**src/rtl/ripple_decade.sv**
```systemverilog
module ripple_decade #(
  parameter int MOD_B = 5
) (
  input  logic       clk,
  input  logic       rst_n,
  input  logic       cnt_a,
  input  logic       cnt_b,
  input  logic [1:0] link_mode,
  input  logic       clr_x,
  input  logic       clr_y,
  input  logic       nine_x,
  input  logic       nine_y,
  output logic [3:0] q
);
  localparam int         BW       = 3;
  localparam logic [BW-1:0] TOP   = BW'(MOD_B - 1);
  localparam logic [BW-1:0] NINE_B = 3'b100;
  localparam logic [1:0] LINK_BCD = 2'd1;
  localparam logic [1:0] LINK_BIQ = 2'd2;

  logic          qa;
  logic [BW-1:0] qb, qb_nx;
  logic [1:0]    sa, sb;
  logic          fall_a, fall_b, qd_fall, ev_a, ev_b, set9, clr0;

  always_ff @(posedge clk or negedge rst_n)
    if (!rst_n) begin
      sa <= '0;
      sb <= '0;
    end else begin
      sa <= {sa[0], cnt_a};
      sb <= {sb[0], cnt_b};
    end

  assign fall_a  = sa[1] & ~sa[0];
  assign fall_b  = sb[1] & ~sb[0];
  assign qb_nx   = (qb == TOP) ? '0 : qb + 3'd1;
  assign qd_fall = qb[2] & ~qb_nx[2];
  assign set9    = nine_x & nine_y;
  assign clr0    = clr_x & clr_y;
  assign ev_a    = (link_mode == LINK_BIQ) ? (fall_b & qd_fall) : fall_a;
  assign ev_b    = (link_mode == LINK_BCD) ? (fall_a & qa) : fall_b;

  always_ff @(posedge clk or negedge rst_n)
    if (!rst_n) begin
      qa <= 1'b0;
      qb <= '0;
    end else if (set9) begin
      qa <= 1'b1;
      qb <= NINE_B;
    end else if (clr0) begin
      qa <= 1'b0;
      qb <= '0;
    end else begin
      if (ev_a) qa <= ~qa;
      if (ev_b) qb <= qb_nx;
    end

  assign q = {qb, qa};


  nine_load_chk: assert property (@(posedge clk) disable iff (!rst_n)
    (nine_x && nine_y) |=> (q == 4'b1001));

  zero_load_chk: assert property (@(posedge clk) disable iff (!rst_n)
    (clr_x && clr_y && !(nine_x && nine_y)) |=> (q == 4'b0000));

  range_chk: assert property (@(posedge clk) disable iff (!rst_n)
    (int'(q[3:1]) < MOD_B));

  a_hold_chk: assert property (@(posedge clk) disable iff (!rst_n)
    (!set9 && !clr0 && !ev_a) |=> $stable(q[0]));

  b_hold_chk: assert property (@(posedge clk) disable iff (!rst_n)
    (!set9 && !clr0 && !ev_b) |=> $stable(q[3:1]));

  bcd_carry_chk: assert property (@(posedge clk) disable iff (!rst_n)
    (link_mode == LINK_BCD && !set9 && !clr0 && fall_a && q[0]) |=> (q[0] == 1'b0 && !$stable(q[3:1])));
endmodule

```
**config.mk**
```make
export PLATFORM = sky130hd
export DESIGN_NAME = ripple_decade
export DESIGN_NICKNAME = d
export VERILOG_FILES = /design/src/rtl/ripple_decade.sv
export SDC_FILE = /design/constraint.sdc
export NUM_CORES = 1
export LEC_CHECK = 0
export CORE_MARGIN = 2
export CORE_UTILIZATION = 30
export CTS_CLUSTER_DIAMETER = 150
export DETAILED_ROUTE_END_ITERATION = 10
export PLACE_DENSITY = 0.63
export SETUP_SLACK_MARGIN = 0.3
export SYNTH_ARGS = -nofsm -noshare
export SYNTH_HDL_FRONTEND = slang
export SYNTH_SLANG_ARGS = --single-unit
```
**constraint.sdc**
```tcl
create_clock -name clk -period 1.5 [get_ports clk]
set_clock_uncertainty 0.2 [all_clocks]
set_input_delay 0.3 -clock clk [delete_from_list [all_inputs] [get_ports clk]]
set_output_delay 0.3 -clock clk [all_outputs]
set_load 0.02 [all_outputs]
```
## Word level (Yosys, flattened, before mapping)

Index checks and enable logic that the tools add are counted.

- Bits in registers: 8
- Latch bits: 0
- RAM bits: 0
- ROM bits: 0
- Input bits: 10
- Output and inout bits: 4
- Word-level logic and storage cells: 30
- Memories: 0

- $add $sub $neg: 1
- $mul: 0
- Div/mod/pow operators: 0
- Magnitude comparators: 0
- Eq/ne operators: 3
- Shifts and indexed selects: 0
- Multiplexer cells: 9
- Bitwise operators: 11
- Reduce and logical (&&, ||, !) cells: 2

Operators by type and width:

| kind | number |
|---|---|
| 3-bit 2-to-1 mux | 4 |
| 1-bit bitwise AND | 7 |
| 3-bit nonzero test | 2 |
| 1-bit 2-to-1 mux | 5 |
| 1-bit NOT | 4 |
| 3-bit by 1-bit adder with 3-bit output, second input constant | 1 |
| 3-bit equality test, second input constant | 1 |
| 2-bit by 1-bit equality test with 1-bit output, second input constant | 1 |
| 2-bit equality test, second input constant | 1 |

## Longest topological paths before layout

Gate-level depths: netlist of run 1.

- Depth after elaboration: 9
- Depth in mapped cells: 6
- Mapped depth without buffers: 6

## Worst setup path after synthesis of run 1

OpenSTA, ideal clock, no wires.

- Path type: flip-flop to flip-flop
- Start point: register qb[0]
- End point: register qa
- Library setup time: 121 ps
- Arrival: 1365 ps
- Required time: 1179 ps
- Slack: -186 ps
- Cell stages (with the launch flop): 7
- Buffers on the path: 0
- Clock period less this slack: 1686 ps
- Cell sequence: dfrtp_1 -> inv_1 -> ha_1 -> o21ai_0 -> o32ai_1 -> xnor2_1 -> a22o_1

- Word-level cells in the longest chain between the ends: 7
- Elaborated cells on any way between the ends: 8
- Classes of those cells: add/sub: 1; eq/ne: 1; mux: 2; bitwise: 3; reduce/logical: 1

Ends and longest elaborated chain:

| element | line | RTL |
|---|---|---|
| start: declaration | 22 | `logic [BW-1:0] qb, qb_nx;` |
| start signal: assignment | 56 | `if (ev_b) qb <= qb_nx;` |
| 3-bit by 1-bit adder with 3-bit output / 3-bit equality test (equally long branches) | 37 | `assign qb_nx = (qb == TOP) ? '0 : qb + 3'd1;` |
| 3-bit 2-to-1 mux * | 37 |  |
| 1-bit NOT * | 38 | `assign qd_fall = qb[2] & ~qb_nx[2];` |
| 1-bit bitwise AND * | 38 |  |
| 1-bit bitwise AND * | 41 | `assign ev_a = (link_mode == LINK_BIQ) ? (fall_b & qd_fall) : fall_a;` |
| 1-bit 2-to-1 mux * | 41 |  |
| 3-bit nonzero test (no line) * | - |  |
| end signal: assignment | 55 | `if (ev_a) qa <= ~qa;` |
| end: declaration | 21 | `logic qa;` |

Mark *: on every way between the ends. The rest lies on a longest branch, timed or not.
A chain may end at the register's enable or synchronous reset.

## Final worst setup path of run 1

- Start point: register sa[0]
- End point: register qb[1]

- Word-level cells in the longest chain between the ends: 5

Ends and longest elaborated chain:

| element | line | RTL |
|---|---|---|
| start: declaration | 23 | `logic [1:0] sa, sb;` |
| start signal: assignment | 31 | `sa <= {sa[0], cnt_a};` |
| 1-bit NOT | 35 | `assign fall_a = sa[1] & ~sa[0];` |
| 1-bit bitwise AND | 35 |  |
| 1-bit bitwise AND | 42 | `assign ev_b = (link_mode == LINK_BCD) ? (fall_a & qa) : fall_b;` |
| 1-bit 2-to-1 mux | 42 |  |
| 3-bit nonzero test (no line) | - |  |

Every way passes these cells.

==> results.yml, run 1 <==
outcome:
  outcome: "finished with violations"
  violations: "setup timing"
placed_design:
  hpwlAfterDp_um: 708
  dp.cells: 74
  io_buffers: 13
  place_congestion: 0.766
  placed_area_um2: 653
cts:
  h-tree-depth: 1
  clk_path_buf_depth: 2
  cts.sinks: 8
  cts_root_buf: "clkbuf_4"
  cts_tree: "built"
  clk_latency_ns: 0.26
  cts_inserted_buffers: 3
  clkTransAtPathRegs_ns: 0.06
sta:
  tns_ns: -0.0678
  grt_setup_unrepaired: "true"
  max_freq_ghz: 0.654
  slew_headroom_pct: 73.9
  fin_crit_ns: 1.53
  finalSetupViolations: 3
  hold_violations: 0
  finalMaxSlewViolations: 0
  fin_crit_sh_pct: 102
  final.setup.worst_slack_ns: -0.0280
  tightest_slew_ns: 0.390
synth:
  syn_area_per_cell_um2: 11.4
  netlist_instances: 37
  ys_seq_area_share_pct: 47.3
  synth_cell_types: 21
  netlist_area_um2: 423
  syn-num-nets: 49
  ys_warn_count: 0
  synth-seq-cells: 8
power:
  p_leak_nw: 0.337
  peakVddDrop_uv: 951
  p_int_mw: 0.729
  p_switching_mw: 0.391
  p_clk_share_pct: 14.6
  p_per_area_mw_per_mm2: 1490
  p_sw_share_pct: 34.9
  pwr-share-seq_pct: 29.2
  pwr-share-comb_pct: 56.2
setup_path:
  r2r_end: "qb[1]"
  crit_path_end_kind: "flop"
  critical_path_arrival_ns: 1.45
  r2r-start: "sa[0]"
  r2r_slack_ns: -0.03
  path_max_fanout: 3
  r2r_cells: 3
  cp_slowest_cell: "or4_4"
  worstSetupPathType: "flop to flop"
  cp.required_ns: 1.43
  max_stage_delay_ns: 0.54
  crit_chain: "or4_4 > and3_4 > mux2i_1"
  cp-start-kind: "flop"
route:
  drt_iter0_drc: 5
  route.vias.total: 372
  post-route-drc-count: 0
  viasPerCell: 4.59
  dr.pass1.iters: 2
  wl_per_cell_um: 11.8
  wl_um: 959
  antenna_left: 0
final_layout:
  drive_above_1_share_pct: 51.5
  nNetsFinal: 80
  fin_util_pct: 57.6
  syn_to_final_growth_pct: 77.2
  final_cells: 81
  fin_area_um2: 749
  antenna_cells: 0
grt:
  antenna_found_initial: 0
  grt_max_degree: 9
  globalRouteOverflowTotal: 0
  grt_pass1_wl_um: 1770
  grt_usage_pct: 13.7
  grt_pass1_vias: 404
floorplan:
  die_area_mm2: 0.00173
  io_pins: 14
  core-area_mm2: 0.00130
  dieHeight_um: 41.5
  initial_core_util_pct: 32.5
  row_count: 13
  die_w_um: 41.5
hold_path:
  hp-class: "primary input to asynchronous set/reset pin"
run:
  drv_cap: 0
critical path: cells and delay by family (launching register included):
kind | cells | cell delay [ns]
muxes | 1 | 0.12
DFF | 1 | 0.38
and+or+nand+nor | 2 | 0.72
cell type report:
type	instances	area (um^2)
timing repair buffer	27	246
fill	115	552
multi-input combinational	23	240
sequential	8	203
tap	15	18.8
clock buffer	3	22.5
inverter	5	18.8
sequential cells by signal (all words and copies together), names as in the netlist:
| signal | count |
|---|---|
| sa | 2 |
| qb | 3 |
| sb | 2 |
| qa | 1 |
placed cells by master (no fill, tap or decap), drive strengths merged:
master / instances
a211oi: 2
a22o: 2
a22oi: 1
a31oi: 1
and3: 1
buf: 18
clkbuf: 3
clkdlybuf4s15: 1
clkdlybuf4s50: 7
dfrtp: 8
dlygate4sd2: 1
ha: 2
inv: 5
mux2i: 2
nand2: 3
nand2b: 1
nand3: 1
nand3b: 1
nand4bb: 1
nor2b: 1
o21ai: 1
o32ai: 1
or4: 1
xnor2: 1
power by group through the flow:
stage          Combinational (mW)  Clock, mW  Sequential [mW]
2_1_floorplan               0.197          0            0.364
3_3_place_gp                0.486          0            0.310
3_5_place_dp                0.487          0            0.309
4_1_cts                     0.587      0.172            0.329
5_1_grt                     0.687      0.187            0.336
6_report                    0.630      0.164            0.327
Yosys cell counts:
library cell	number	area, um^2
buf_4	1	7.51
a211oi_2	1	12.5
a31oi_1	1	6.26
mux2i_1	2	20.0
nand4bb_1	1	11.3
o21ai_0	1	5.00
or4_4	1	11.3
a211oi_1	1	7.51
and3_4	1	11.3
nand2_1	3	11.3
nand3b_1	1	7.51
ha_1	2	25.0
o32ai_1	1	8.76
dfrtp_1	8	200
a22oi_1	1	7.51
nor2b_1	1	6.26
xnor2_1	1	8.76
inv_1	5	18.8
nand3_1	1	5.00
a22o_1	2	17.5
nand2b_4	1	13.8
logic make-up (layout without fill, tap and decap cells):
| kind of cell | count (synthesis) | after routing | synth area share (%) |
|---|---|---|---|
| adder cells (fa/ha/maj) | 2 | 2 | 5.92 |
| buffers and inverters | 6 | 35 | 6.21 |
| XOR/XNOR | 1 | 1 | 2.07 |
| AND/OR/NAND/NOR | 10 | 10 | 18.3 |
| multiplexers | 2 | 2 | 4.73 |
| AO/OA/AOI/OAI | 8 | 8 | 15.4 |
| flip-flops | 8 | 8 | 47.3 |
through the flow:
step / total power [mW] / setup slack (ns) / hold slack [ns]
floorplan: 0.561 / -0.0561 / -0.196
global placement: 0.796 / -0.475 / 0.186
detailed placement: 0.795 / -0.486 / 0.189
CTS: 1.09 / -0.0352 / 0.130
global route: 1.21 / -0.109 / 0.141
finish: 1.12 / -0.0280 / 0.131
how the worst max path moves through the flow:
stage	startpoint	endpoint	slack, ns	depth (start not counted)
3_5_place_dp	link_mode[0]	qb[2]	-0.49	5
2_1_floorplan	sa[0]	qb[2]	-0.06	3
4_1_cts	sa[0]	qb[1]	-0.04	3
6_report	sa[0]	qb[1]	-0.03	3
3_3_place_gp	link_mode[0]	qb[2]	-0.48	5
5_1_grt	sa[0]	qb[1]	-0.11	3
metal layers:
metal / routed length (um) / part of all wire [%] / track usage (%) / vias to the layer above
met5: 0 / 0 / 0 / -
met4: 0 / 0 / 3.87 / 0
met3: 63 / 6.6 / 7.39 / 0
met2: 437 / 46 / 21.6 / 10
met1: 458 / 48 / 16.0 / 173
li1: - / - / - / 189
timing repair:
item,CTS,global route
pin swaps,7,2
resized for setup,34,2
gates cloned,0,0
setup buffers,2,2
endpoints found under the setup margin,8,8
hold buffers,0,0
No activity file was read; power rests on OpenSTA's default activity.
==> inputs of run 2 (changes only) <==
--- a/config.mk
+++ b/config.mk
@@ -11,2 +11,3 @@
 export DETAILED_ROUTE_END_ITERATION = 10
+export HOLD_SLACK_MARGIN = 0.1
 export PLACE_DENSITY = 0.63
--- a/constraint.sdc
+++ b/constraint.sdc
@@ -4,2 +4,2 @@
 set_output_delay 0.3 -clock clk [all_outputs]
-set_load 0.02 [all_outputs]
+set_load 0.01 [all_outputs]
==> run 2 against run 1 <==
Against the previous run: the run still ends with setup timing left; sequential share of layout area down 0.82 points; clock-buffer cell count unchanged; clock power up 4%; first-iteration DRC count up 40%; register-to-register slack worse by 0.05 ns; non-clock buffer count up 4; sequential power down 8.9%; maximum frequency down 3.2%; wire length up 13%; sequential cell count unchanged; cell count up 4.9%; highest routed layer is now met4.
==> results.yml, run 2 (synthesized netlist as in run 1, its figures left out) <==
outcome:
  outcome: "finished with violations"
  violations: "setup timing"
setup_path:
  crit_chain: "buf_6 > inv_4 > ha_4 > o21ai_4 > o32ai_2 > xnor2_1 > a22o_1"
  crit_path_start: "qb[0]"
  path_max_fanout: 2
  cp_slowest_cell: "dfrtp_1"
  cp-start-kind: "flop"
  cp.required_ns: 1.45
  max_stage_delay_ns: 0.37
  worstSetupPathType: "flop to flop"
  critical_path_arrival_ns: 1.53
  crit_path_end_kind: "flop"
  r2r-start: "qb[0]"
sta:
  slew_headroom_pct: 75.7
  tightest_slew_ns: 0.363
  final.setup.worst_slack_ns: -0.0792
  finalMaxSlewViolations: 0
  hold_violations: 0
  finalSetupViolations: 4
  holdWs_ns: 0.112
  grt_setup_unrepaired: "true"
  fin_crit_ns: 1.58
  max_freq_ghz: 0.633
  tns_ns: -0.154
  fin_crit_sh_pct: 105
floorplan:
  dieHeight_um: 41.5
  die_area_mm2: 0.00173
  io_pins: 14
  die_w_um: 41.5
  row_count: 13
  core-area_mm2: 0.00130
  initial_core_util_pct: 32.5
cts:
  cts.sinks: 8
  clk_path_buf_depth: 2
  clkTransAtPathRegs_ns: 0.06
  h-tree-depth: 1
  cts_tree: "built"
  clk_latency_ns: 0.26
  cts_inserted_buffers: 3
  cts_hold_buf: 0
  cts_root_buf: "clkbuf_4"
route:
  post-route-drc-count: 0
  drt_iter0_drc: 7
  dr.pass1.iters: 4
  wl_per_cell_um: 12.7
  route.vias.total: 406
  viasPerCell: 4.78
  antenna_left: 0
  wl_um: 1080
placed_design:
  pre_cts_ws_ns: -0.497
  hpwlAfterDp_um: 682
  place_congestion: 0.767
  io_buffers: 13
grt:
  grt.busiest_layer: "met2"
  grt_usage_pct: 14.3
  grt_max_degree: 9
  grt_pass1_wl_um: 1860
  use_met3_pct: 6.09
  globalRouteOverflowTotal: 0
  grt_pass1_vias: 437
  grtUsageMet1_pct: 15.3
  antenna_found_initial: 0
  use_met2_pct: 25.6
power:
  p_switching_mw: 0.382
  p_leak_nw: 0.355
  p_sw_share_pct: 33.1
  p_int_mw: 0.771
  pwr-share-seq_pct: 25.8
  peakVddDrop_uv: 903
  p_per_area_mw_per_mm2: 1510
  p_clk_share_pct: 14.7
  pwr-share-comb_pct: 59.5
final_layout:
  final_common_cell: "buf_4"
  largest_reg_flops: 3
  reg_top3: "qb (3), sa (2), sb (2)"
  antenna_cells: 0
  syn_to_final_growth_pct: 80.5
  nNetsFinal: 84
  layout_common_cells: "buf_4 (16), dfrtp_1 (8), clkdlybuf4s50_1 (7), buf_6 (4)"
  drive_above_1_share_pct: 51.4
  regMostFlops: "qb"
run:
  drv_cap: 0
hold_path:
  hp-class: "primary input to asynchronous set/reset pin"
[run 2: cell count changes in the layout (fill, tap and decap cells not counted), sizes merged]
cell         previous run  this run
dlygate4sd2             1         0
buf                    18        23
[run 2: power by group through the flow]
stage / Sequential (mW) / Combinational, mW / Clock, mW
floorplan: 0.324 / 0.175 / 0
global route: 0.303 / 0.743 / 0.191
detailed placement: 0.305 / 0.457 / 0
global placement: 0.305 / 0.456 / 0
CTS: 0.297 / 0.655 / 0.178
finish: 0.298 / 0.686 / 0.170
[run 2: final timing paths]
path	endpoint	slack, ns	cells after the start
min in group clk	sb[1]	0.20	0
worst min register to register	sb[1]	0.20	0
worst min-delay path	sa[1]	0.11	1
worst max-delay path	qa	-0.08	7
worst max register to register	qa	-0.08	7
max in group asynchronous	qb[1]	0.71	1
[run 2: layout make-up]
| class | count | area [um^2] |
|---|---|---|
| well taps | 15 | 18.8 |
| inverters | 5 | 21.3 |
| fillers | 117 | 538 |
| multi-input cells | 23 | 240 |
| clock buffers | 3 | 22.5 |
| repair buffers | 31 | 260 |
| flip-flops and latches | 8 | 200 |
[run 2: metrics by stage]
step / total power [mW] / util [%] / area, um^2 / std cells
finish: 1.15 / 58.7 / 763 / 85
global route: 1.24 / 58.7 / 763 / 85
CTS: 1.13 / 57.5 / 748 / 83
detailed placement: 0.761 / 49.7 / 647 / 75
global placement: 0.761 / 49.7 / 647 / 75
floorplan: 0.499 / - / 423 / 37
[run 2: per-layer routing]
| layer | wire [um] | up-vias |
|---|---|---|
| met5 | 0 | - |
| li1 | - | 199 |
| met3 | 77 | 2 |
| met1 | 454 | 190 |
| met2 | 538 | 15 |
| met4 | 13 | 0 |
[run 2: worst max-delay path, delay by kind of cell, from the launching register on]
| kind | cells | cell delay [ns] |
|---|---|---|
| AOI/OAI and AO/OA | 3 | 0.44 |
| DFF | 1 | 0.37 |
| buffers and inverters | 2 | 0.17 |
| adders and majority gates | 1 | 0.15 |
| xor gates and xnor gates | 1 | 0.14 |
[run 2: timing repair]
item,in CTS,in global routing
setup buffers,5,2
setup endpoints to repair,8,8
pin swaps,8,2
gates resized for setup,35,0
